`config.mk`:
```
export PLATFORM = sky130hd
export DESIGN_NAME = shreg_word_chain
export DESIGN_NICKNAME = d
export VERILOG_FILES = /design/src/rtl/shreg_pkg.sv /design/src/rtl/shreg_ctrl.sv /design/src/rtl/shreg_stage.sv /design/src/rtl/shreg_word_chain.sv
export SDC_FILE = /design/constraint.sdc
export NUM_CORES = 1
export LEC_CHECK = 0
export CAP_MARGIN = 10
export CORE_MARGIN = 5
export CORE_UTILIZATION = 30
export DETAILED_ROUTE_END_ITERATION = 6
export GPL_ROUTABILITY_DRIVEN = 1
export MAX_ROUTING_LAYER = met4
export PLACE_DENSITY_LB_ADDON = 0.12
export SETUP_SLACK_MARGIN = 0.3
export SYNTH_ARGS = -nofsm -noshare
export SYNTH_HDL_FRONTEND = slang
export SYNTH_SLANG_ARGS = --single-unit
```
`constraint.sdc`:
```
create_clock -name clk -period 2.5 [get_ports clk]
set_input_delay 0.625 -clock clk [delete_from_list [all_inputs] [get_ports clk]]
set_output_delay 0.625 -clock clk [all_outputs]
set_load 0.005 [all_outputs]
```
`src/rtl/shreg_pkg.sv`:
```
package shreg_pkg;

    typedef enum logic [1:0] {
        OP_HOLD  = 2'd0,
        OP_SHIFT = 2'd1,
        OP_LOAD  = 2'd2
    } stage_op_e;

    // Load outranks shift; load only counts when parallel access exists.
    function automatic stage_op_e pick_op(input logic shift_en,
                                          input logic load,
                                          input bit   par_en);
        if (par_en && load)
            return OP_LOAD;
        else if (shift_en)
            return OP_SHIFT;
        return OP_HOLD;
    endfunction

endpackage

```
`src/rtl/shreg_ctrl.sv`:
```
module shreg_ctrl
    import shreg_pkg::*;
#(
    parameter bit PAR_EN = 1'b1
) (
    input  logic      shift_en,
    input  logic      load,
    output stage_op_e op
);

    always_comb op = pick_op(shift_en, load, PAR_EN);

endmodule

```
`src/rtl/shreg_stage.sv`:
```
module shreg_stage
    import shreg_pkg::*;
#(
    parameter int W         = 8,
    parameter bit RISE_EDGE = 1'b1
) (
    input  logic         clk,
    input  logic         clr,
    input  stage_op_e    op,
    input  logic [W-1:0] shift_in,
    input  logic [W-1:0] load_in,
    output logic [W-1:0] q
);

    logic [W-1:0] nxt;

    always_comb begin
        case (op)
            OP_SHIFT: nxt = shift_in;
            OP_LOAD:  nxt = load_in;
            default:  nxt = q;
        endcase
    end

    generate
        if (RISE_EDGE) begin : g_rise
            always_ff @(posedge clk or posedge clr) begin
                if (clr) q <= '0;
                else     q <= nxt;
            end
        end else begin : g_fall
            always_ff @(negedge clk or posedge clr) begin
                if (clr) q <= '0;
                else     q <= nxt;
            end
        end
    endgenerate

endmodule

```
`src/rtl/shreg_word_chain.sv`:
```
module shreg_word_chain
    import shreg_pkg::*;
#(
    parameter int W         = 8,
    parameter int N         = 4,
    parameter bit PAR_EN    = 1'b1,
    parameter bit RISE_EDGE = 1'b1
) (
    input  logic           clk,
    input  logic           clr,
    input  logic           shift_en,
    input  logic           load,
    input  logic [W-1:0]   sin,
    input  logic [N*W-1:0] par_d,
    output logic [N*W-1:0] par_q,
    output logic [W-1:0]   sout
);

    localparam int TOTAL = N * W;

    stage_op_e    op;
    logic [W-1:0] stg     [N];
    logic [W-1:0] feed    [N];
    logic [W-1:0] ld_word [N];
    logic [TOTAL-1:0] flat;

    shreg_ctrl #(.PAR_EN(PAR_EN)) u_ctrl (
        .shift_en (shift_en),
        .load     (load),
        .op       (op)
    );

    generate
        for (genvar i = 0; i < N; i++) begin : g_stage
            if (i == 0) begin : g_head
                assign feed[i] = sin;
            end else begin : g_body
                assign feed[i] = stg[i-1];
            end

            if (PAR_EN) begin : g_ld
                assign ld_word[i] = par_d[i*W +: W];
            end else begin : g_nold
                assign ld_word[i] = '0;
            end

            shreg_stage #(.W(W), .RISE_EDGE(RISE_EDGE)) u_stage (
                .clk      (clk),
                .clr      (clr),
                .op       (op),
                .shift_in (feed[i]),
                .load_in  (ld_word[i]),
                .q        (stg[i])
            );

            assign flat[i*W +: W] = stg[i];
        end

        if (PAR_EN) begin : g_pq
            assign par_q = flat;
        end else begin : g_nopq
            assign par_q = '0;
        end
    endgenerate

    assign sout = stg[N-1];

    // Assertions, sampled on the active edge
    logic clk_act;
    assign clk_act = RISE_EDGE ? clk : ~clk;

    // clear pins every stage at zero
    a_r1_clear_zero: assert property (@(posedge clk_act)
        clr |-> (flat == '0));

    // idle edge keeps all stages
    a_r3_hold_all: assert property (@(posedge clk_act) disable iff (clr)
        (op == OP_HOLD) |=> (flat == $past(flat)));

    // serial word enters the youngest stage
    a_r2_head_takes_sin: assert property (@(posedge clk_act) disable iff (clr)
        (op == OP_SHIFT) |=> (stg[0] == $past(sin)));

    generate
        for (genvar k = 1; k < N; k++) begin : g_chk
            // each stage takes the next younger word
            a_r2_stage_moves: assert property (@(posedge clk_act) disable iff (clr)
                (op == OP_SHIFT) |=> (stg[k] == $past(stg[k-1])));
        end

        if (PAR_EN) begin : g_chk_ld
            // load wins over shift and writes every stage
            a_r4_load_wins: assert property (@(posedge clk_act) disable iff (clr)
                (load && shift_en) |=> (flat == $past(par_d)));
        end
    endgenerate

endmodule

```
After elaboration in Yosys (flattened, before gate mapping)
Cells that the tools add are included.
{ "classes": {"muxes": 9, "eq_ne": 2, "n_reduce_logical": 1} }
{ "ops": {"columns": ["operator", "count"], "rows": [
  ["8-bit case mux with 2 select lines", 4],
  ["2-bit two-way mux", 3],
  ["2-bit by 1-bit equality test with 1-bit output, second input constant", 1],
  ["2-bit equality test, second input constant", 1],
  ["1-bit two-way mux", 2],
  ["2-bit nonzero test", 1]
]} }
{ "word_totals": {"wordCells": 16, "output_inout_bits": 40, "input_bits": 44, "regBits": 32} }

Logic depth before layout (Yosys ltp)
Gate-level depths: netlist (run 1).
{ "depth": {"word_depth": 5, "depth_mapped": 4, "mapped_depth_nobuf": 2} }

Modules after synthesis
From an unflattened synthesis (run 1), not the netlist that was laid out.
{ "hier_totals": {"cells_unflattened": 158, "hier_area_um2": 1641.6} }
{ "by_module_without_submodules": {"columns": ["mod", "area_each_um2", "cells_each", "seq_area_each_um2", "n_inst"], "rows": [
  ["shreg_stage", 392.9, 37, 200.2, 4],
  ["shreg_word_chain", 60.1, 8, 0.0, 1],
  ["shreg_ctrl", 10.0, 2, 0.0, 1]
]} }

Least setup slack after synthesis (run 1)
Ideal clock, no wire load.
{ "synth_timing": {"path_type": "input -> register", "start": "in shift_en", "end": "reg g_stage[0].u_stage.q[6]", "setup_slack_ps": 1242, "setup_time_ps": 120, "n_path_buf": 2, "required_time_ps": 2380, "t_arrival_ps": 1138, "cell_stages": 4, "cell_sequence": "buf_6 > buf_12 > mux2i_1 > o21ai_2"} }
{ "synth_via": {"elab_chain_cells": 5, "word_cells_on_any_way": 7, "classes_between": "2 x eq/ne; 4 x mux; 1 x reduce/logical"} }
{ "synth_lines": {"columns": ["item", "line", "text"], "rows": [
  ["start: declaration", "shreg_word_chain.sv:11", "input logic shift_en,"],
  ["1-bit two-way mux (*)", "shreg_pkg.sv:15", "else if (shift_en)"],
  ["1-bit two-way mux (*)", "shreg_pkg.sv:13", "if (par_en && load)"],
  ["2-bit two-way mux (*)", "shreg_pkg.sv:17", "return OP_HOLD;"],
  ["2-bit equality test / 2-bit by 1-bit equality test with 1-bit output (equally long branches)", "shreg_stage.sv:18", "case (op)"],
  ["8-bit case mux with 2 select lines / 2-bit nonzero test (equally long branches)", null, null],
  ["end signal: assignment", "shreg_stage.sv:29", "else q <= nxt;"],
  ["end: declaration", "shreg_stage.sv:12", "output logic [W-1:0] q"]
]} }
Mark *: on every way between the ends. The rest lies on a longest branch, timed or not.
A chain may end at the register's enable or synchronous reset.

Worst setup path after layout (run 1)
{ "layout_timing": {"start": "reg g_stage[1].u_stage.q[5]", "end": "out par_q[13]"} }
{ "layout_rtl": {"columns": ["item", "line", "text"], "rows": [
  ["start: declaration", "shreg_stage.sv:12", null],
  ["start signal: assignment", "shreg_stage.sv:29", null],
  ["end: declaration", "shreg_word_chain.sv:15", "output logic [N*W-1:0] par_q,"]
]} }
No word-level cell between the ends.

==> reports/metrics.cfg, run 1 <==
[setup_path]
required_ns=1.88
critPathArrivalTime_ns=1.19
path_depth=1
worstSetupPathType=flip-flop to primary output
path_cells=clkdlybuf4s50_1
crit_family=buffers and inverters
path_max_fanout=3
cp-end-kind=primary output
critPathLaunchType=flip-flop
rr_worst_depth=2
cp_num_buf_inv=1
max_stage_delay_ns=0.52
cpMaxStageDelayCell=clkdlybuf4s50_1

[routing]
totalWireLength_um=4080
postRouteAntennaNets=0
drc=0
post_drt_via_cell_ratio=4.39
drtIter0Drc=30
wl_per_cell_um=13.9
first_pass_iters=4
route.vias.total=1285

[cts]
cts_inserted_buffers=5
clkSlewWorstSetupHoldPaths_ns=0.07
clockBufferDepth=2
post_cts_buffers=0
cts.sinks=32
cts_root_buffer=clkbuf_8
cts-hold-fix-buffers=0
clock_latency_ns=0.28
cts_tree=done
htree_num_levels=2
cts_resized=0

[timing]
max_slew_margin=0.686
finalHoldViolCount=0
min_period_ns=1.82
rsz0062_at_grt=no
max_freq_ghz=0.550
worst_pin_slew_ns=0.472
finalCritPeriodShare=0.727
fin_worst_skew_ns=0.00496
final-max-slew-violation-count=0
setup_violations=0
setup_tns_ns=0

[hold_path]
hp-class=flip-flop to flip-flop
hold-path-cell-count=2

[logic_synthesis]
synthMuxAreaShare=0.203
syn_area_per_cell_um2=10.7
synth_top_area_share=0.508
seq_area_frac_synth=0.508
synth_adder_area_share=0
synth.top_cells.by_area=dfrtp_1 (51%), mux2i_1 (20%), o21ai_1 (9.2%)
synth_top_area_cell=dfrtp_1
yosys.area_share.simple=0.0762
synth_seq_cells=32
ys_warn_count=0
synth.distinct_cells=12
syn-cell-area_mm2=0.00158
synth_fp_nets=192
synth_compound_area_frac=0.104
synth_top_family_by_area=multiplexers
synth_xor_area_frac=0
syn_inst=148

[layout]
largestRegisters=g_stage.u_stage.q: 32 flops
largest-register=g_stage.u_stage.q
layout_common_cells=clkdlybuf4s50_1 (81), mux2i_1 (32), nand2_1 (32), dfrtp_1 (32), o21ai_1 (29)
regArea_um2=801
diodes=0
finalNetCount=266
multi_input_area_um2=604
area_growth_pct=55.9
n_fill_cell=490
layout-drive-gt1-share=0.0628
post-route-util=0.481
layout_commonest_cell=clkdlybuf4s50_1
largest_reg_flops=32

[global_routing]
grt_pass1_wl_um=6600
gr-usage-all-layers=0.131
antenna_found_initial=0
overflow=0
grt_pass1_vias=1378
grt_max_degree=38

[run]
drv_cap=0

[floorplanning]
die_h_um=82.5
placeableCoreArea_mm2=0.00511
pin_count=84
die_area_mm2=0.00680
rows=26
initial_utilization=0.309
die-width_um=82.5

[place]
io_buffers=83
place.gp.congestion=0.759
dp_hpwl_um=3060

[outcome]
run_status=finished, final reports clean

[pwr]
leakagePower_uw=0.00109
ir_drop_mv=0.264
power.density_mw_per_mm2=552

-- layout make-up --
class / instances / area share
clock buffer: 6 / 0.0336
clock inverter: 2 / 0.00407
inverter: 1 / 0.00153
multi-input combinational: 96 / 0.246
sequential: 32 / 0.326
tap: 70 / 0.0356
timing repair buffer: 86 / 0.353
-- per-layer routing --
layer  GRT usage  wire length [um]
met1       0.158              1700
met2       0.212              2010
met3      0.0325               305
met4      0.0539                59
met5           -                 0
-- per-stage QoR --
stage	total power, uW	hold slack (ns)	instance area, um2	instances	setup WS, ns
after floorplan	762	0.561	1580	148	1.18
after global placement	958	0.554	2360	285	0.821
after detailed placement	965	0.575	2360	285	0.783
after CTS	1380	0.589	2460	293	0.658
after global routing	1440	0.628	2460	293	0.618
final	1360	0.581	2460	293	0.683
-- Yosys cell counts --
cell,number
dfrtp_1,32
mux2i_1,32
nand2_1,32
o21ai_1,29
buf_4,9
buf_2,5
buf_12,3
o21ai_0,2
buf_6,1
clkbuf_1,1
inv_1,1
o21ai_2,1
-- worst paths after layout --
path,start,slack [ns],end
hold reg to reg,g_stage[0].u_stage.q[7]$_DFFE_PP0P_,0.58,g_stage[1].u_stage.q[7]$_DFFE_PP0P_
hold / removal,g_stage[0].u_stage.q[7]$_DFFE_PP0P_,0.58,g_stage[1].u_stage.q[7]$_DFFE_PP0P_
setup / recovery,g_stage[1].u_stage.q[5]$_DFFE_PP0P_,0.68,par_q[13]
setup reg to reg,g_stage[2].u_stage.q[3]$_DFFE_PP0P_,1.73,g_stage[3].u_stage.q[3]$_DFFE_PP0P_
min in group asynchronous,clr,0.74,g_stage[3].u_stage.q[0]$_DFFE_PP0P_
max in group asynchronous,clr,1.47,g_stage[1].u_stage.q[1]$_DFFE_PP0P_
-- cells by family (layout without fill, tap and decap cells) --
group | after synthesis | in the layout
AO/OA/AOI/OAI | 32 | 32
buffers and inverters | 20 | 95
flip-flops | 32 | 32
AND/OR/NAND/NOR | 32 | 32
multiplexers | 32 | 32
-- where the power goes --
part | total, uW | leakage (uW) | switching, uW | internal, uW
registers | 614 | 0.000388 | 43.6 | 570
clock network | 407 | 0.0000510 | 187 | 219
logic | 335 | 0.000650 | 115 | 220
-- tightest hold or removal path, stage by stage (launching register included) --
cell     delay, ns
dfrtp_1       0.36
mux2i_1       0.08
o21ai_1       0.11
No activity file was read; power rests on OpenSTA's default activity.
==> run 2, diff against run 1 <==
- clock period: 2.5 -> 1.7 ns (I/O delays scaled with it)
==> run 2 against run 1 <==
Against the previous run:
- final cell count increased by 11%
- register-to-register slack got worse by 1.0 ns
- hold slack got worse by 0.022 ns
- clock skew decreased by 0.0043 ns
- die area unchanged
- cell area increased by 6.8%
- critical path depth unchanged
- clock power increased by 44%
- sequential share of layout area decreased by 2.1 points
- sequential cell count unchanged
- combinational power increased by 65%
- critical endpoint is now par_q[11]
==> reports/metrics.cfg, run 2 (same netlist as run 1, synthesis figures left out) <==
[outcome]
run_status=finished, final reports clean  ; unchanged

[setup_path]
required_ns=1.27  ; was 1.88 ns
cpMaxStageDelayCell=dfrtp_1  ; was clkdlybuf4s50_1
critPathArrivalTime_ns=0.94  ; was 1.19 ns
cp-end-kind=primary output  ; unchanged
crit_start=g_stage[1].u_stage.q[3]$_DFFE_PP0P_  ; was g_stage[1].u_stage.q[5]$_DFFE_PP0P_
max_stage_delay_ns=0.39  ; was 0.52 ns
worstSetupPathType=flip-flop to primary output  ; unchanged
critPathLaunchType=flip-flop  ; unchanged
r2r-start=g_stage[1].u_stage.q[6]$_DFFE_PP0P_  ; was g_stage[2].u_stage.q[3]$_DFFE_PP0P_
r2r_setup_slack_ns=0.72  ; was 1.73 ns
crit_family=flip-flops  ; was buffers and inverters
cp_num_buf_inv=1  ; unchanged
rr_worst_depth=4  ; was 2
path_max_fanout=3  ; unchanged
worstReg2RegEnd=g_stage[1].u_stage.q[6]$_DFFE_PP0P_  ; was g_stage[3].u_stage.q[3]$_DFFE_PP0P_
path_depth=1  ; unchanged
path_cells=dlygate4sd2_1  ; was clkdlybuf4s50_1
crit_end=par_q[11]  ; was par_q[13]

[global_routing]
grt_util_met3=0.0380  ; was 0.0325
overflow=0  ; unchanged
gr-usage-all-layers=0.135  ; was 0.131
grt_max_degree=65  ; was 38
use_met2=0.236  ; was 0.212
grt_pass1_vias=1502  ; was 1378
met1_usage=0.147  ; was 0.158
grt.busiest_layer=met2  ; unchanged
antenna_found_initial=0  ; unchanged
grt_pass1_wl_um=6830  ; was 6600 um

[place]
dpl-instance-area_mm2=0.00236  ; unchanged
dp_hpwl_um=2960  ; was 3060 um
io_buffers=83  ; unchanged
place.gp.congestion=0.749  ; was 0.759

[floorplanning]
placeableCoreArea_mm2=0.00511  ; unchanged
die_area_mm2=0.00680  ; unchanged
initial_utilization=0.309  ; unchanged
die_h_um=82.5  ; unchanged
rows=26  ; unchanged
pin_count=84  ; unchanged
die-width_um=82.5  ; unchanged

[cts]
cts_inserted_buffers=5  ; unchanged
clkSlewWorstSetupHoldPaths_ns=0.07  ; about the same
cts_tree=done  ; unchanged
clock_latency_ns=0.27  ; was 0.28 ns
htree_num_levels=2  ; unchanged
cts_root_buffer=clkbuf_8  ; unchanged
cts-hold-fix-buffers=0  ; unchanged
cts.sinks=32  ; unchanged
clockBufferDepth=2  ; unchanged

[pwr]
leakagePower_uw=0.00131  ; was 0.00109 uW
ir_drop_mv=0.423  ; was 0.264 mV
power.total_uw=2020  ; was 1360 uW
power.density_mw_per_mm2=770  ; was 552 mW/mm2

[timing]
min_period_ns=1.37
max_freq_ghz=0.732
rsz0062_at_grt=yes  ; was no
finalCritPeriodShare=0.804
setup_violations=0  ; unchanged
worst_pin_slew_ns=0.420  ; was 0.472 ns
fin_worst_skew_ns=0.000689  ; was 0.00496 ns
setup_tns_ns=0  ; unchanged
max_slew_margin=0.720  ; was 0.686
finalHoldViolCount=0  ; unchanged
final-max-slew-violation-count=0  ; unchanged

[hold_path]
hp-class=input port to async pin  ; was flip-flop to flip-flop

[layout]
layout_common_cells=clkdlybuf4s50_1 (41), mux2i_1 (32), nand2_1 (32), dfrtp_1 (32), buf_4 (32)  ; was clkdlybuf4s50_1 (81), mux2i_1 (32), nand2_1 (32), dfrtp_1 (32), o21ai_1 (29)
largest_reg_flops=32  ; unchanged
n_fill_cell=501  ; was 490
diodes=0  ; unchanged
largestRegisters=g_stage.u_stage.q: 32 flops  ; unchanged
post-route-util=0.514  ; was 0.481
stdcell_area_mm2=0.00262  ; was 0.00246 mm2
finalNetCount=297  ; was 266
area_growth_pct=66.4  ; was 55.9%
layout-drive-gt1-share=0.193  ; was 0.0628
layout_commonest_cell=clkdlybuf4s50_1  ; unchanged
largest-register=g_stage.u_stage.q  ; unchanged

[routing]
totalWireLength_um=4380  ; was 4080 um
drc=0  ; unchanged
first_pass_iters=4  ; unchanged
drtIter0Drc=42  ; was 30
postRouteAntennaNets=0  ; unchanged
wl_per_cell_um=13.5  ; was 13.9 um
route.vias.total=1404  ; was 1285
post_drt_via_cell_ratio=4.33  ; was 4.39

[run]
drv_cap=0  ; unchanged

-- run 2: cell types whose count changed in the layout (fill, tap and decap cells not counted) --
cell	delta
clkdlybuf4s15_1	+4
dlygate4sd2_1	+29
clkbuf_1	+2
clkdlybuf4s50_1	-40
dlymetal6s2s_1	+1
clkbuf_2	+6
buf_4	+31
clkinv_2	-2
-- run 2: per-layer routing --
layer | vias up | routed length, um
met2 | 45 | 2210
met4 | 0 | 49
met3 | 5 | 332
met5 | - | 0
li1 | 704 | -
met1 | 650 | 1790
-- run 2: stage by stage --
step           hold WS (ns)  std cells  worst slack (ns)
2_1_floorplan         0.541        148             0.584
3_3_place_gp          0.556        285             0.364
3_5_place_dp          0.573        285             0.379
4_1_cts               0.568        318            0.0842
5_1_grt               0.602        324             0.289
6_report              0.559        324             0.334
-- run 2: layout make-up --
type                            instances  area (um2)  area share
Timing Repair Buffer                  117        1040       0.395
Sequential cell                        32         801       0.305
Multi-Input combinational cell         96         604       0.230
Clock buffer                            8        90.1      0.0343
Tap cell                               70        87.6      0.0334
Inverter                                1        3.75     0.00143
-- run 2: worst min path at each step --
stage                                        start                                  end  slack (ns)  depth (start not counted)
2_1_floorplan                                  clr  g_stage[0].u_stage.q[0]$_DFFE_PP0P_        0.54                          1
3_3_place_gp   g_stage[0].u_stage.q[2]$_DFFE_PP0P_  g_stage[0].u_stage.q[2]$_DFFE_PP0P_        0.56                          2
3_5_place_dp   g_stage[0].u_stage.q[2]$_DFFE_PP0P_  g_stage[0].u_stage.q[2]$_DFFE_PP0P_        0.57                          2
4_1_cts                                        clr  g_stage[3].u_stage.q[7]$_DFFE_PP0P_        0.57                          3
5_1_grt                                        clr  g_stage[3].u_stage.q[7]$_DFFE_PP0P_        0.60                          3
6_report                                       clr  g_stage[3].u_stage.q[7]$_DFFE_PP0P_        0.56                          3
-- run 2: power by group --
group          switching (uW)  internal [uW]  total (uW)  leakage (uW)
combinational             208            343         552      0.000878
sequential               43.2            838         881      0.000388
clock                     258            330         588     0.0000455
total                     510           1510        2020       0.00131
-- run 2: timing repair --
action / CTS / global route
setup buffers: 25 / 6
setup endpoints to repair: 40 / 17
cloned: 0 / 0
resized for setup: 39 / 17
==> run 3, diff against run 2 <==
- clock period: 1.7 -> 1.4 ns (I/O delays scaled with it)
==> run 3 against run 2 <==
Against the previous run:
- clock skew is 0.0019 ns higher
- critical path type unchanged
- sequential share of layout area is 0.61 points higher
- core utilization is 1.0 points lower
==> reports/metrics.cfg, run 3 (same netlist as run 1, synthesis figures left out) <==
[outcome]
run_status=finished, final reports clean  ; unchanged

[layout]
diodes=0  ; unchanged
multi_input_area_um2=604  ; unchanged
layout_common_cells=clkdlybuf4s50_1 (41), buf_2 (37), mux2i_1 (32), nand2_1 (32), dfrtp_1 (32)  ; was clkdlybuf4s50_1 (41), mux2i_1 (32), nand2_1 (32), dfrtp_1 (32), buf_4 (32)
largest-register=g_stage.u_stage.q  ; unchanged
area_growth_pct=63.2  ; was 66.4%
largest_reg_flops=32  ; unchanged
stdcell_area_mm2=0.00257  ; was 0.00262 mm2
finalNetCount=301  ; was 297
n_fill_cell=515  ; was 501
layout_commonest_cell=clkdlybuf4s50_1  ; unchanged
largestRegisters=g_stage.u_stage.q: 32 flops  ; unchanged
layout-drive-gt1-share=0.345  ; was 0.193
regArea_um2=801  ; unchanged

[global_routing]
grt_pass1_wl_um=6930  ; was 6830 um
antenna_found_initial=0  ; unchanged
grt_pass1_vias=1492  ; was 1502
grt_max_degree=65  ; unchanged
gr-usage-all-layers=0.137  ; was 0.135
overflow=0  ; unchanged

[floorplanning]
die_area_mm2=0.00680  ; unchanged
rows=26  ; unchanged
die-width_um=82.5  ; unchanged
initial_utilization=0.309  ; unchanged
die_h_um=82.5  ; unchanged
pin_count=84  ; unchanged
placeableCoreArea_mm2=0.00511  ; unchanged

[place]
place.gp.congestion=0.724  ; was 0.749
io_buffers=83  ; unchanged
dp_slack_ns=0.153  ; was 0.379 ns
dpl-instance-area_mm2=0.00238  ; was 0.00236 mm2
dp_hpwl_um=2950  ; was 2960 um

[timing]
setup_tns_ns=0  ; unchanged
finalHoldViolCount=0  ; unchanged
timing.hold.ws_ns=0.415  ; was 0.559 ns
finalCritPeriodShare=0.902
max_freq_ghz=0.792
max_slew_margin=0.833  ; was 0.720
min_period_ns=1.26
fin_worst_skew_ns=0.00259  ; was 0.000689 ns
final-max-slew-violation-count=0  ; unchanged
rsz0062_at_grt=yes  ; unchanged
setup_ws_ns=0.137  ; was 0.334 ns
worst_pin_slew_ns=0.251  ; was 0.420 ns
setup_violations=0  ; unchanged

[routing]
first_pass_iters=4  ; unchanged
wl_per_cell_um=13.8  ; was 13.5 um
drtIter0Drc=71  ; was 42
route.vias.total=1447  ; was 1404
totalWireLength_um=4520  ; was 4380 um
drc=0  ; unchanged
postRouteAntennaNets=0  ; unchanged
post_drt_via_cell_ratio=4.41  ; was 4.33

[cts]
cts.sinks=32  ; unchanged
cts_tree=done  ; unchanged
htree_num_levels=2  ; unchanged
cts_root_buffer=clkbuf_8  ; unchanged
clock_latency_ns=0.28  ; was 0.27 ns
clkSlewWorstSetupHoldPaths_ns=0.07  ; about the same
cts_inserted_buffers=5  ; unchanged
clockBufferDepth=2  ; unchanged

[setup_path]
cp-end-kind=primary output  ; unchanged
critPathLaunchType=flip-flop  ; unchanged
required_ns=1.05  ; was 1.27 ns
worstSetupPathType=flip-flop to primary output  ; unchanged
critPathArrivalTime_ns=0.91  ; was 0.94 ns
path_max_fanout=2  ; was 3

[run]
drv_cap=0  ; unchanged

[pwr]
power.density_mw_per_mm2=965  ; was 770 mW/mm2
leakagePower_uw=0.00130  ; was 0.00131 uW
power.total_uw=2480  ; was 2020 uW
ir_drop_mv=0.525  ; was 0.423 mV

[hold_path]
hp-class=input port to async pin  ; unchanged

## run 3: changes by cell type in the layout (fill, tap and decap cells not counted), sizes merged
cell,delta
dlygate4sd2,-29
dlymetal6s2s,-1
clkbuf,-7
buf,+43
clkinv,+2
clkdlybuf4s15,-4
## run 3: worst paths after layout
path	endpoint	startpoint	depth (start not counted)	slack, ns
worst max-delay path	sout[4]	g_stage[3].u_stage.q[4]$_DFFE_PP0P_	2	0.14
worst min-delay path	g_stage[3].u_stage.q[0]$_DFFE_PP0P_	clr	3	0.41
worst max register to register	g_stage[0].u_stage.q[7]$_DFFE_PP0P_	g_stage[0].u_stage.q[7]$_DFFE_PP0P_	4	0.43
worst min register to register	g_stage[3].u_stage.q[3]$_DFFE_PP0P_	g_stage[3].u_stage.q[3]$_DFFE_PP0P_	2	0.58
max in group asynchronous	g_stage[1].u_stage.q[0]$_DFFE_PP0P_	clr	3	0.81
min in group clk	g_stage[3].u_stage.q[5]$_DFFE_PP0P_	load	4	0.55
## run 3: per-stage QoR
step,instances,utilization
floorplan,148,-
global placement,285,0.465
detailed placement,285,0.465
CTS,322,0.496
global route,328,0.504
finish,328,0.504
## run 3: critical path: stages, from the launching register on
cell and delay, ns:
dfrtp_1 0.40, buf_6 0.13, buf_6 0.10
## run 3: per-layer routing
layer | vias up | GRT usage | share of wire
li1 | 710 | - | -
met5 | - | - | 0
met2 | 44 | 0.243 | 0.51
met1 | 687 | 0.147 | 0.40
met3 | 6 | 0.0445 | 0.075
met4 | 0 | 0.0392 | 0.011
## run 3: report_power, final
group / internal (uW) / switching (uW) / leakage [uW]
sequential: 1020 / 51.2 / 0.000388
clock: 392 / 336 / 0.0000510
combinational: 423 / 264 / 0.000857
total: 1830 / 651 / 0.00130
## run 3: what timing repair did
action	in CTS	in global routing
setup buffers	29	6
gates resized for setup	166	1
hold buffers	0	0
endpoints found under the setup margin	40	40
## run 3: area by class of cell
cell class | instances | area share
Timing Repair Buffer | 121 | 0.382
Sequential cell | 32 | 0.311
Multi-Input combinational cell | 96 | 0.235
Tap cell | 70 | 0.0340
Clock buffer | 6 | 0.0321
Clock inverter | 2 | 0.00389
Inverter | 1 | 0.00146
